<file path="src/rtl/tmr_regif_pkg.sv">
package tmr_regif_pkg;

    localparam int ADDR_W = 12;
    localparam int DATA_W = 64;

    localparam logic [ADDR_W-1:0] OFS_CAP = 12'h000;
    localparam logic [ADDR_W-1:0] OFS_CFG = 12'h010;
    localparam logic [ADDR_W-1:0] OFS_STS = 12'h020;
    localparam logic [ADDR_W-1:0] OFS_CNT = 12'h0F0;
    localparam logic [ADDR_W-1:0] CH_BASE = 12'h100;

    typedef enum logic [2:0] {
        RK_NONE,
        RK_CAP,
        RK_CFG,
        RK_STS,
        RK_CNT,
        RK_CHAN
    } reg_kind_e;

    typedef enum logic [1:0] {
        FS_IDLE,
        FS_RDATA,
        FS_WPOST
    } fsm_state_e;

    function automatic logic [DATA_W-1:0] lane_mask(input logic upper, input logic wide);
        logic [DATA_W-1:0] m;
        if (upper)      m = {{(DATA_W/2){1'b1}}, {(DATA_W/2){1'b0}}};
        else if (wide)  m = '1;
        else            m = {{(DATA_W/2){1'b0}}, {(DATA_W/2){1'b1}}};
        return m;
    endfunction

endpackage

</file>
<file path="src/rtl/tmr_addr_decode.sv">
module tmr_addr_decode
    import tmr_regif_pkg::*;
#(
    parameter int NCH  = 3,
    parameter int IDXW = 2
) (
    input  logic [ADDR_W-1:0] addr_i,
    output reg_kind_e         kind_o,
    output logic [IDXW-1:0]   ch_idx_o,
    output logic [1:0]        ch_sel_o
);

    localparam int FULLW = ADDR_W - 5;
    localparam logic [FULLW-1:0] NCH_W = FULLW'(NCH);

    logic [ADDR_W-1:0] a8;
    logic [ADDR_W-1:0] off;
    logic [FULLW-1:0]  idx_full;

    always_comb begin
        a8       = {addr_i[ADDR_W-1:3], 3'b000};
        off      = addr_i - CH_BASE;
        idx_full = off[ADDR_W-1:5];
        ch_idx_o = idx_full[IDXW-1:0];
        ch_sel_o = off[4:3];
        kind_o   = RK_NONE;
        if (addr_i[ADDR_W-1:8] != '0) begin
            if (idx_full < NCH_W && ch_sel_o != 2'd3)
                kind_o = RK_CHAN;
        end else begin
            unique case (a8)
                OFS_CAP: kind_o = RK_CAP;
                OFS_CFG: kind_o = RK_CFG;
                OFS_STS: kind_o = RK_STS;
                OFS_CNT: kind_o = RK_CNT;
                default: kind_o = RK_NONE;
            endcase
        end
    end

endmodule

</file>
<file path="src/rtl/tmr_cfg_reg.sv">
module tmr_cfg_reg
    import tmr_regif_pkg::*;
#(
    parameter logic [DATA_W-1:0] WMASK = 64'h3
) (
    input  logic              clk,
    input  logic              rst_n,
    input  logic              wr_i,
    input  logic [DATA_W-1:0] wmask_i,
    input  logic [DATA_W-1:0] wdata_i,
    output logic [DATA_W-1:0] cfg_o
);

    logic [DATA_W-1:0] cfg_q;
    logic [DATA_W-1:0] eff;

    always_comb eff = wmask_i & WMASK;

    always_ff @(posedge clk) begin
        if (!rst_n)    cfg_q <= '0;
        else if (wr_i) cfg_q <= (cfg_q & ~eff) | (wdata_i & eff);
    end

    assign cfg_o = cfg_q;

    // no write, no change
    p_cfg_hold_r4: assert property (@(posedge clk) disable iff (!rst_n)
        !wr_i |=> $stable(cfg_q));

    // bits outside the addressed half are untouched
    p_cfg_lane_r4: assert property (@(posedge clk) disable iff (!rst_n)
        wr_i |=> ((cfg_q & ~$past(wmask_i)) == ($past(cfg_q) & ~$past(wmask_i))));

endmodule

</file>
<file path="src/rtl/tmr_main_counter.sv">
module tmr_main_counter
    import tmr_regif_pkg::*;
(
    input  logic              clk,
    input  logic              rst_n,
    input  logic              en_i,
    input  logic              tick_i,
    input  logic              wr_i,
    input  logic [DATA_W-1:0] wmask_i,
    input  logic [DATA_W-1:0] wdata_i,
    output logic [DATA_W-1:0] cnt_o
);

    logic [DATA_W-1:0] cnt_q;

    always_ff @(posedge clk) begin
        if (!rst_n)
            cnt_q <= '0;
        else if (!en_i && wr_i)
            cnt_q <= (cnt_q & ~wmask_i) | (wdata_i & wmask_i);
        else if (en_i && tick_i)
            cnt_q <= cnt_q + DATA_W'(1);
    end

    assign cnt_o = cnt_q;

    // frozen while disabled and not written
    p_cnt_frozen_r5: assert property (@(posedge clk) disable iff (!rst_n)
        (!en_i && !wr_i) |=> $stable(cnt_q));

    // one step per tick while enabled
    p_cnt_step_r5: assert property (@(posedge clk) disable iff (!rst_n)
        (en_i && tick_i) |=> (cnt_q == $past(cnt_q) + DATA_W'(1)));

    // writes while enabled do not disturb the count
    p_cnt_wr_ignored_r6: assert property (@(posedge clk) disable iff (!rst_n)
        (en_i && !tick_i) |=> $stable(cnt_q));

    // load while disabled lands in the addressed bits
    p_cnt_load_r6: assert property (@(posedge clk) disable iff (!rst_n)
        (!en_i && wr_i) |=> ((cnt_q & $past(wmask_i)) == ($past(wdata_i) & $past(wmask_i))));

endmodule

</file>
<file path="src/rtl/tmr_regif.sv">
module tmr_regif
    import tmr_regif_pkg::*;
#(
    parameter int NCH     = 3,
    parameter int TICK_FS = 10_000_000,
    parameter int IDXW    = (NCH > 1) ? $clog2(NCH) : 1
) (
    input  logic              clk,
    input  logic              rst_n,
    input  logic              tick_en,
    input  logic              bus_req,
    input  logic              bus_we,
    input  logic              bus_wide,
    input  logic [ADDR_W-1:0] bus_addr,
    input  logic [DATA_W-1:0] bus_wdata,
    output logic              bus_rvalid,
    output logic [DATA_W-1:0] bus_rdata,
    output logic [DATA_W-1:0] cnt_value,
    output logic              glb_enable,
    output logic              glb_legacy,
    input  logic [NCH-1:0]    irq_status,
    output logic              sts_clr_valid,
    output logic [NCH-1:0]    sts_clr_bits,
    output logic              ch_wr_valid,
    output logic [IDXW-1:0]   ch_wr_idx,
    output logic [1:0]        ch_wr_sel,
    output logic [DATA_W-1:0] ch_wr_data,
    output logic [DATA_W-1:0] ch_wr_mask,
    output logic [IDXW-1:0]   ch_rd_idx,
    output logic [1:0]        ch_rd_sel,
    input  logic [DATA_W-1:0] ch_rd_data
);

    localparam int HALF = DATA_W / 2;
    localparam logic [DATA_W-1:0] CFG_WMASK = 64'h3;
    localparam logic [DATA_W-1:0] CAP_WORD =
        (DATA_W'(TICK_FS) << HALF) | (DATA_W'(1) << 15) |
        (DATA_W'(NCH - 1) << 8) | DATA_W'(8'h01);

    reg_kind_e         kind;
    logic [IDXW-1:0]   dec_idx;
    logic [1:0]        dec_sel;
    logic              upper;
    logic [DATA_W-1:0] wmask;
    logic [DATA_W-1:0] wdata_sh;
    logic [DATA_W-1:0] rd_word;
    logic [DATA_W-1:0] rd_half;
    logic [DATA_W-1:0] cfg_word;
    logic              rd_go, wr_go;

    fsm_state_e        state_q, state_d;
    logic [DATA_W-1:0] rdata_q;
    logic              chw_v_q, sts_v_q;
    logic [IDXW-1:0]   chw_idx_q;
    logic [1:0]        chw_sel_q;
    logic [DATA_W-1:0] chw_data_q, chw_mask_q;
    logic [NCH-1:0]    sts_bits_q;

    tmr_addr_decode #(.NCH(NCH), .IDXW(IDXW)) u_dec (
        .addr_i   (bus_addr),
        .kind_o   (kind),
        .ch_idx_o (dec_idx),
        .ch_sel_o (dec_sel)
    );

    always_comb begin
        rd_go    = bus_req && !bus_we;
        wr_go    = bus_req && bus_we;
        upper    = bus_addr[2];
        wmask    = lane_mask(upper, bus_wide);
        wdata_sh = upper ? {bus_wdata[HALF-1:0], {HALF{1'b0}}} : bus_wdata;
    end

    tmr_cfg_reg #(.WMASK(CFG_WMASK)) u_cfg (
        .clk     (clk),
        .rst_n   (rst_n),
        .wr_i    (wr_go && kind == RK_CFG),
        .wmask_i (wmask),
        .wdata_i (wdata_sh),
        .cfg_o   (cfg_word)
    );

    assign glb_enable = cfg_word[0];
    assign glb_legacy = cfg_word[1];

    tmr_main_counter u_cnt (
        .clk     (clk),
        .rst_n   (rst_n),
        .en_i    (glb_enable),
        .tick_i  (tick_en),
        .wr_i    (wr_go && kind == RK_CNT),
        .wmask_i (wmask),
        .wdata_i (wdata_sh),
        .cnt_o   (cnt_value)
    );

    // Read word selection and half extraction
    always_comb begin
        unique case (kind)
            RK_CAP:  rd_word = CAP_WORD;
            RK_CFG:  rd_word = cfg_word;
            RK_STS:  rd_word = DATA_W'(irq_status);
            RK_CNT:  rd_word = cnt_value;
            RK_CHAN: rd_word = ch_rd_data;
            default: rd_word = '0;
        endcase
        if (upper)          rd_half = {{HALF{1'b0}}, rd_word[DATA_W-1:HALF]};
        else if (bus_wide)  rd_half = rd_word;
        else                rd_half = {{HALF{1'b0}}, rd_word[HALF-1:0]};
    end

    assign ch_rd_idx = dec_idx;
    assign ch_rd_sel = dec_sel;

    // Next-state logic
    always_comb begin
        state_d = FS_IDLE;
        unique case (state_q)
            FS_IDLE, FS_RDATA, FS_WPOST: begin
                if (rd_go)
                    state_d = FS_RDATA;
                else if (wr_go && (kind == RK_CHAN || kind == RK_STS))
                    state_d = FS_WPOST;
                else
                    state_d = FS_IDLE;
            end
            default: state_d = FS_IDLE;
        endcase
    end

    // State register
    always_ff @(posedge clk) begin
        if (!rst_n) state_q <= FS_IDLE;
        else        state_q <= state_d;
    end

    // Registered outputs
    always_ff @(posedge clk) begin
        if (!rst_n) begin
            rdata_q    <= '0;
            chw_v_q    <= 1'b0;
            chw_idx_q  <= '0;
            chw_sel_q  <= '0;
            chw_data_q <= '0;
            chw_mask_q <= '0;
            sts_v_q    <= 1'b0;
            sts_bits_q <= '0;
        end else begin
            if (rd_go) rdata_q <= rd_half;
            chw_v_q <= wr_go && kind == RK_CHAN;
            if (wr_go && kind == RK_CHAN) begin
                chw_idx_q  <= dec_idx;
                chw_sel_q  <= dec_sel;
                chw_data_q <= wdata_sh & wmask;
                chw_mask_q <= wmask;
            end
            sts_v_q <= wr_go && kind == RK_STS;
            if (wr_go && kind == RK_STS)
                sts_bits_q <= wdata_sh[NCH-1:0] & wmask[NCH-1:0];
        end
    end

    assign bus_rvalid    = (state_q == FS_RDATA);
    assign bus_rdata     = rdata_q;
    assign ch_wr_valid   = chw_v_q;
    assign ch_wr_idx     = chw_idx_q;
    assign ch_wr_sel     = chw_sel_q;
    assign ch_wr_data    = chw_data_q;
    assign ch_wr_mask    = chw_mask_q;
    assign sts_clr_valid = sts_v_q;
    assign sts_clr_bits  = sts_bits_q;

    // a response follows only an accepted read
    p_rvalid_after_read_r11: assert property (@(posedge clk) disable iff (!rst_n)
        bus_rvalid |-> $past(bus_req && !bus_we));

    // a channel strobe names an implemented channel and a defined slot
    p_chwr_in_range_r7: assert property (@(posedge clk) disable iff (!rst_n)
        ch_wr_valid |-> (32'(ch_wr_idx) < NCH && ch_wr_sel != 2'd3));

    // strobe lives in the post-write state
    p_chwr_state_r7: assert property (@(posedge clk) disable iff (!rst_n)
        (ch_wr_valid || sts_clr_valid) |-> state_q == FS_WPOST);

    // at most one kind of response per cycle
    p_one_response_r10: assert property (@(posedge clk) disable iff (!rst_n)
        $onehot0({bus_rvalid, ch_wr_valid, sts_clr_valid}));

endmodule

</file>
<file path="config.mk">
export PLATFORM = sky130hd
export DESIGN_NAME = tmr_regif
export DESIGN_NICKNAME = d
export VERILOG_FILES = /design/src/rtl/tmr_regif_pkg.sv /design/src/rtl/tmr_addr_decode.sv /design/src/rtl/tmr_cfg_reg.sv /design/src/rtl/tmr_main_counter.sv /design/src/rtl/tmr_regif.sv
export SDC_FILE = /design/constraint.sdc
export NUM_CORES = 1
export LEC_CHECK = 0
export ABC_AREA = 1
export BUFFER_PORTS_ARGS = -buffer_cell sky130_fd_sc_hd__buf_2
export CAP_MARGIN = 20
export CELL_PAD_IN_SITES_DETAIL_PLACEMENT = 1
export CELL_PAD_IN_SITES_GLOBAL_PLACEMENT = 1
export CORE_MARGIN = 1.5
export CORE_UTILIZATION = 37
export DETAILED_ROUTE_END_ITERATION = 7
export GPL_TIMING_DRIVEN = 0
export PLACE_DENSITY_LB_ADDON = 0.1
export SLEW_MARGIN = 20
export SYNTH_ARGS = -nofsm -noshare
export SYNTH_HDL_FRONTEND = slang
export SYNTH_SLANG_ARGS = --single-unit
</file>
<file path="constraint.sdc">
create_clock -name clk -period 3.9 [get_ports clk]
set_clock_uncertainty 0.15 [all_clocks]
set_input_delay 0.585 -clock clk [delete_from_list [all_inputs] [get_ports clk]]
set_output_delay 0.585 -clock clk [all_outputs]
set_load 0.02 [all_outputs]
</file>
==> results.json, run 1 <==
{
  "synth_compound_area_share_pct": 18.1,
  "crit_chain": "ha_1, inv_1, nor2_2, inv_1, nor2_1, nand2_1, nor2_1, xor2_1, nand2_1, a21oi_1",
  "vias_per_cell": 5.64,
  "synth_largest_area_cell": "dfxtp_1",
  "numCtsBuffers": 26,
  "ant_nets": 0,
  "syn_area_um2": 12100,
  "dpl_cell_area_um2": 14700,
  "die-area_um2": 33700,
  "synth_xor_area_share_pct": 2.90,
  "critPathMaxStageDelay_ns": 0.56,
  "grt_remaining_overflow": 0,
  "gp_congestion": 0.997,
  "syn_nets": 2042,
  "synth.area.top_cells": "dfxtp_1 (34%), nand2_1 (17%), o21ai_0 (6.8%)",
  "hold_viol_final": 0,
  "pin_count": 421,
  "required_ns": 4.24,
  "clock_sinks": 207,
  "avgRoutedWirePerCell_um": 24.6,
  "min_path_type": "in2reg",
  "n_fill_cell": 4457,
  "clk_pin_slew_worst_paths_ns": 0.06,
  "start_util_pct": 37.9,
  "power_mw": 5.11,
  "die_w_um": 184,
  "antenna_found_initial": 5,
  "layout_common_cells": "nand2_1 (562), buf_2 (436), dfxtp_1 (207)",
  "final_nets": 2487,
  "vdd_drop_max_v": 0.000279,
  "synth_seq_cells": 207,
  "synth_fa_ha_area_share_pct": 0.104,
  "grt_usage_pct": 39.5,
  "drtIter0Drc": 1316,
  "postCtsHoldBufs": 0,
  "hold-worst-slack_ns": 0.144,
  "io_buffers": 417,
  "synth_cell_types": 35,
  "worstPathMaxFanout": 7,
  "post-cts-setup-buffer-count": 0,
  "synth_top_family_by_area": "simple AND/OR/NAND/NOR gates",
  "area_growth_pct": 28.9,
  "synth.area.mux_share_pct": 0,
  "finalMaxSlewViolations": 0,
  "worstMarginPinSlew_ns": 1.05,
  "fmax_mhz": 307,
  "coreArea_um2": 31900,
  "path_class": "reg2reg",
  "drc": 0,
  "clk_latency_ns": 0.56,
  "grt_first_pass_wirelength_um": 98000,
  "grt_max_degree": 34,
  "rows": 65,
  "period_needed_ns": 3.26,
  "pre_cts_ws_ns": 0.770,
  "dp_hpwl_um": 55700,
  "worst_slack_ns": 0.643,
  "finalSetupViolations": 0,
  "ys.flop_type": "dfxtp_1",
  "synth_top_area_share_pct": 34.3,
  "powerDensity_nw_per_um2": 328,
  "vias": 15700,
  "clockBufferDepth": 3,
  "drive_above_1_share_pct": 24.9,
  "grt_pass1_vias": 15200,
  "syn_area_per_cell_um2": 6.39,
  "final_common_cell": "nand2_1",
  "period_share_pct": 83.5,
  "rsz0062_at_grt": "no",
  "cp-start-kind": "flop",
  "yosysSeqAreaShare_pct": 34.3,
  "netlist_instances": 1892,
  "wl_um": 68700,
  "postCtsResizedCells": 0,
  "synth_async_sr_flop_share_pct": 0,
  "fin_area_um2": 15600,
  "h-tree-depth": 1,
  "cp-end-kind": "flop",
  "cp_data_arrival_time_ns": 3.60,
  "crit_slowest_cell": "dfxtp_1",
  "die_h_um": 184,
  "ys_warn_count": 0,
  "first_pass_iters": 5,
  "yosys.area_share.simple_pct": 32.2,
  "max-cap-violations": 0,
  "max-slew-margin-rel_pct": 29.6,
  "synth_edf_count": 0,
  "finalSetupTns_ns": 0,
  "outcome": "finished clean",
  "leakagePower_nw": 6.99,
  "cts-root-buf": "clkbuf_16",
  "cts_tree": "built"
}
==> worst paths after layout <==
kind                            slack [ns]       endpoint           from  depth (start not counted)
worst min-delay path                  0.14           flop   bus_wdata[1]                          3
worst max-delay path                  0.64           flop           flop                         10
worst min register to register        0.31  bus_rdata[57]  bus_rdata[57]                          2
worst max register to register        0.64           flop           flop                         10
==> synth_stat cells, types with 2 or more instances <==
cell / n
nand2_2: 2
buf_1: 9
nor2_1: 202
buf_2: 19
buf_4: 77
o211ai_1: 22
nor3_1: 11
clkbuf_1: 62
a22o_1: 23
inv_1: 120
nor3b_1: 2
a31oi_1: 44
nand3_1: 133
xor2_1: 38
o21ai_0: 163
a21oi_1: 117
nor4_1: 3
buf_6: 6
xnor2_1: 2
nor2_4: 4
o21ai_1: 23
nand3b_1: 2
nand2_1: 562
inv_2: 9
dfxtp_1: 207
nor2_2: 6
nand4_1: 16
==> metrics by stage <==
stage / util (%) / std cells
after floorplan: - / 1892
after global placement: 46.1 / 2744
after detailed placement: 46.1 / 2744
after CTS: 48.8 / 2789
after global routing: 48.8 / 2790
final: 48.8 / 2790
==> routing by layer <==
layer	GRT usage, %	part of all wire (%)
met4	20.4	5.4
met1	51.3	41
met5	0	0
met2	64.4	45
met3	4.83	8.5
==> cell families (layout without fill, tap and decap cells) <==
logic type / Yosys count / count (layout)
AOI/OAI and AO/OA: 394 / 394
buffers and inverters: 303 / 765
other: 0 / 1
and+or+nand+nor: 947 / 947
adders and majority gates: 1 / 1
DFF: 207 / 207
xor gates and xnor gates: 40 / 40
==> report_power, final <==
| part | total (mW) | switching (mW) | internal, mW | leakage (nW) |
|---|---|---|---|---|
| clock | 2.51 | 1.04 | 1.47 | 0.421 |
| combinational | 0.444 | 0.312 | 0.132 | 4.90 |
| sequential | 2.15 | 0.0155 | 2.14 | 1.67 |
| total | 5.11 | 1.37 | 3.74 | 6.99 |
==> final cells by class <==
type	instances	area, um2	area share, %
multi-input cells	1382	6440	41.4
inverters	130	490	3.15
clock buffers	34	711	4.56
clock inverters	11	144	0.924
diodes	1	2.50	0.0161
repair buffers	417	2090	13.4
well taps	435	544	3.50
plain buffers	173	1010	6.47
flip-flops and latches	207	4140	26.6
==> critical path: cells and delay by family (launching register included) <==
family	cells	cell delay, ns
xor gates and xnor gates	1	0.16
buffers and inverters	2	0.34
DFF	1	0.56
and+or+nand+nor	5	1.43
AOI/OAI and AO/OA	1	0.15
adders and majority gates	1	0.39
Note: power is estimated with default switching activity, not from simulation.
==> run 2, diff against run 1 <==
- CORE_UTILIZATION: 37 -> 34
- clock period: 3.9 -> 3 ns (I/O delays scaled with it)
==> run 2 against run 1 <==
Net effect:
- die area is 8.7% higher
- sequential share of layout area shrank 0.20 points
- via count decreased by 1.5%
- first-iteration DRC count increased by 3.4%
- final area grew 0.80%
- largest cell class unchanged
==> results.json, run 2 (synthesis gave the netlist of run 1 again) <==
{
  "worst_slack_ns": 0.136,
  "cp_top_family": "simple AND/OR/NAND/NOR gates",
  "gp_congestion": 1.03,
  "hold-worst-slack_ns": 0.0480,
  "cp_data_arrival_time_ns": 3.21,
  "critPathMaxStageDelay_ns": 0.47,
  "io_buffers": 417,
  "vdd_drop_max_v": 0.000353,
  "drive_above_1_share_pct": 25.3,
  "worstMarginPinSlew_ns": 1.03,
  "dp.cells": 2764,
  "finalCoreUtilization_pct": 45.1,
  "vias_per_cell": 5.51,
  "avgRoutedWirePerCell_um": 24.7,
  "numCtsBuffers": 26,
  "rsz0062_at_grt": "no",
  "cts_tree": "built",
  "worstPathMaxFanout": 7,
  "die_w_um": 192,
  "clk_latency_ns": 0.57,
  "rows": 68,
  "dpl_cell_area_um2": 14700,
  "h-tree-depth": 1,
  "path_class": "reg2reg",
  "cp-start-kind": "flop",
  "ant_nets": 0,
  "grt_pass1_vias": 15000,
  "fin_area_um2": 15700,
  "p_switching_mw": 1.85,
  "crit_slowest_cell": "dfxtp_1",
  "drtIter0Drc": 1361,
  "max-cap-violations": 0,
  "drc": 0,
  "clock_sinks": 207,
  "cp_num_cells": 10,
  "vias": 15500,
  "power.share.combinational_pct": 8.5,
  "outcome": "finished clean",
  "finalSetupViolations": 0,
  "p_sw_share_pct": 27.1,
  "period_share_pct": 95.5,
  "grt_first_pass_wirelength_um": 98100,
  "area_growth_pct": 29.9,
  "dp_hpwl_um": 56600,
  "first_pass_iters": 5,
  "whs_path_depth": 3,
  "power_mw": 6.82,
  "final_nets": 2488,
  "clk_pin_slew_worst_paths_ns": 0.06,
  "coreArea_um2": 34800,
  "p_int_mw": 4.97,
  "cp-end-kind": "flop",
  "pin_count": 421,
  "critPathBufInv": 2,
  "worst-r2r-cell-count": 10,
  "die-area_um2": 36700,
  "instances_no_fill": 2815,
  "clockBufferDepth": 3,
  "fmax_mhz": 349,
  "wl_um": 69600,
  "start_util_pct": 34.7,
  "p_seq_share_pct": 41.0,
  "required_ns": 3.35,
  "grt_usage_pct": 36.9,
  "hold_viol_final": 0,
  "powerDensity_nw_per_um2": 434,
  "die_h_um": 192,
  "cts-root-buf": "clkbuf_16",
  "finalSetupTns_ns": 0,
  "grt_max_degree": 34,
  "period_needed_ns": 2.86,
  "grt_remaining_overflow": 0,
  "pwr-share-clk_pct": 50.5,
  "min_path_type": "in2reg",
  "layout_common_cells": "nand2_1 (562), buf_2 (436), dfxtp_1 (206)",
  "antenna_found_initial": 4,
  "max-slew-margin-rel_pct": 31.2,
  "crit_chain": "ha_1, inv_1, nor2_2, inv_1, nor2_2, nand2_1, nor2_1, xor2_1, nand2_1, a21oi_1",
  "final_common_cell": "nand2_1",
  "leakagePower_nw": 7.02,
  "finalMaxSlewViolations": 0,
  "pre_cts_ws_ns": -0.0176
}
[run 2: path summary, 6_finish.rpt]
kind	slack (ns)	from	to
max	0.14	flop	flop
min	0.05	bus_wdata[13]	ch_wr_data[13]
max reg2reg	0.14	flop	flop
min reg2reg	0.31	sts_clr_bits[0]	sts_clr_bits[0]
[run 2: timing repair]
action | in CTS | in global routing
buffers inserted | 0 | 0
setup endpoints to repair | 1 | 7
gates resized for setup | 1 | 3
pin swaps | 0 | 0
hold buffers | 1 | 0
endpoints found under the hold margin | 1 | 0
[run 2: final cells by class]
| cell class | instances | area, um2 |
|---|---|---|
| Sequential cell | 207 | 4150 |
| Timing Repair Buffer | 418 | 2100 |
| Antenna cell | 2 | 5.00 |
| Fill cell | 4757 | 19100 |
| Inverter | 130 | 490 |
| Buffer | 173 | 1010 |
| Tap cell | 455 | 569 |
| Clock buffer | 34 | 741 |
| Clock inverter | 14 | 191 |
| Multi-Input combinational cell | 1382 | 6450 |
[run 2: power by group through the flow]
stage                     Clock, mW  Sequential [mW]  Combinational (mW)
final                          3.44             2.80               0.577
after floorplan                   0             2.88               0.216
after CTS                      3.44             2.80               0.564
after global routing           3.55             2.80               0.603
after global placement            0             2.86               0.555
after detailed placement          0             2.86               0.560
[run 2: routing by layer]
layer	track usage, %	part of all wire, %	wire [um]	up-vias
met5	0	0	0	-
met4	15.2	4.0	2800	0
met3	4.83	8.6	6020	143
met2	61.3	46	32400	768
met1	48.1	41	28400	7585
li1	-	-	-	7024
[run 2: worst min-delay path, stage by stage]
cell and delay [ns]:
buf_2 0.13, nand3_1 0.08, a21oi_1 0.06
==> run 3, diff against run 2 <==
- RECOVER_POWER: default -> 25
==> run 3 against run 2 <==
Net effect:
- worst hold slack got worse by 0.0016 ns
- clock power is essentially flat
- utilization is 0.45 points lower
- final cell count unchanged
- critical path depth grew 1
- sequential power about the same
- via count is essentially flat
- first-iteration DRC count rose by 9.7%
- fmax barely moved
- highest routed layer unchanged
==> results.json, run 3 (synthesis gave the netlist of run 1 again) <==
{
  "outcome": "finished clean",
  "die_h_um": 192,
  "avgRoutedWirePerCell_um": 24.7,
  "drc": 0,
  "max-slew-margin-rel_pct": 31.2,
  "rows": 68,
  "clk_latency_ns": 0.58,
  "cp_data_arrival_time_ns": 3.13,
  "grt_remaining_overflow": 0,
  "finalMaxSlewViolations": 0,
  "drive_above_1_share_pct": 20.3,
  "final_nets": 2488,
  "powerDensity_nw_per_um2": 438,
  "cp-start-kind": "flop",
  "fmax_mhz": 349,
  "vdd_drop_max_v": 0.000355,
  "grt_max_degree": 34,
  "dp_hpwl_um": 56600,
  "io_buffers": 417,
  "cts_tree": "built",
  "instances_no_fill": 2815,
  "vias_per_cell": 5.51,
  "area_growth_pct": 28.6,
  "first_pass_iters": 5,
  "antenna_found_initial": 4,
  "gr-max-usage-layer": "met2",
  "grt_pass1_vias": 15000,
  "hold_viol_final": 0,
  "h-tree-depth": 1,
  "numCtsBuffers": 26,
  "max-cap-violations": 0,
  "vias": 15500,
  "period_needed_ns": 2.86,
  "min_path_type": "in2reg",
  "leakagePower_nw": 6.52,
  "met2_usage_pct": 61.3,
  "finalSetupViolations": 0,
  "worstPathMaxFanout": 7,
  "grt_first_pass_wirelength_um": 98100,
  "cts-root-buf": "clkbuf_16",
  "start_util_pct": 34.7,
  "post-cts-setup-buffer-count": 0,
  "ant_nets": 0,
  "finalCoreUtilization_pct": 44.7,
  "coreArea_um2": 34800,
  "dp.cells": 2764,
  "use_met3_pct": 4.83,
  "clock_sinks": 207,
  "wl_um": 69500,
  "rsz0062_at_grt": "no",
  "grt_use_met1_pct": 48.1,
  "final_common_cell": "nand2_1",
  "die_w_um": 192,
  "clockBufferDepth": 3,
  "power_mw": 6.81,
  "cp-end-kind": "flop",
  "layout_common_cells": "nand2_1 (562), buf_2 (318), dfxtp_1 (206)",
  "required_ns": 3.27,
  "gp_congestion": 1.03,
  "worstMarginPinSlew_ns": 1.03,
  "hold-worst-slack_ns": 0.0464,
  "pin_count": 421,
  "die-area_um2": 36700,
  "clk_pin_slew_worst_paths_ns": 0.06,
  "grt_usage_pct": 36.9,
  "period_share_pct": 95.4,
  "path_class": "reg2reg",
  "drtIter0Drc": 1493
}
-- run 3: timing repair --
item                                    CTS  global route
resized for setup                         1             3
cloned                                    0             0
endpoints found under the hold margin     1             0
endpoints found under the setup margin    1             7
hold buffers                              1             0
-- run 3: final cells by class --
| cell class | instances | area (um2) |
|---|---|---|
| sequential | 207 | 4150 |
| multi-input combinational | 1382 | 6440 |
| inverter | 130 | 490 |
| tap | 455 | 569 |
| antenna | 2 | 5.00 |
| buffer | 173 | 1010 |
| fill | 4781 | 19300 |
| clock buffer | 34 | 741 |
| clock inverter | 14 | 191 |
| timing repair buffer | 418 | 1950 |
-- run 3: worst max-delay path, stage by stage, from the launching register on --
cell     delay (ns)
dfxtp_1        0.46
ha_1           0.37
inv_1          0.17
nor2_2         0.33
nand2_1        0.29
nor2_1         0.31
nand2_1        0.15
xor2_1         0.17
nand2_1        0.06
o21ai_0        0.09
nand2_1        0.10
a21oi_1        0.06
-- run 3: final timing paths --
| path | startpoint | endpoint | cells after the start | slack, ns |
|---|---|---|---|---|
| max | flop | flop | 11 | 0.14 |
| min | bus_wdata[13] | ch_wr_data[13] | 3 | 0.05 |
| min reg2reg | bus_rdata[41] | bus_rdata[41] | 2 | 0.32 |
| max reg2reg | flop | flop | 11 | 0.14 |
-- run 3: layer usage --
layer,routed length (um),up-vias
li1,-,7034
met1,28800,7561
met2,32100,772
met3,5670,147
met4,2950,0
met5,0,-
-- run 3: power by group --
group / leakage [nW] / switching, mW / total [mW] / internal [mW]
combinational: 4.40 / 0.404 / 0.570 / 0.166
sequential: 1.67 / 0.0205 / 2.80 / 2.78
clock: 0.450 / 1.43 / 3.44 / 2.02
-- run 3: through the flow --
step | setup TNS [ns] | worst slack (ns) | area, um2
after floorplan | 0 | 0.900 | 12100
after global placement | -0.00953 | -0.00953 | 14700
after detailed placement | -0.0176 | -0.0176 | 14700
after CTS | 0 | 0.0533 | 15700
after global routing | 0 | 0.0425 | 15500
final | 0 | 0.137 | 15500
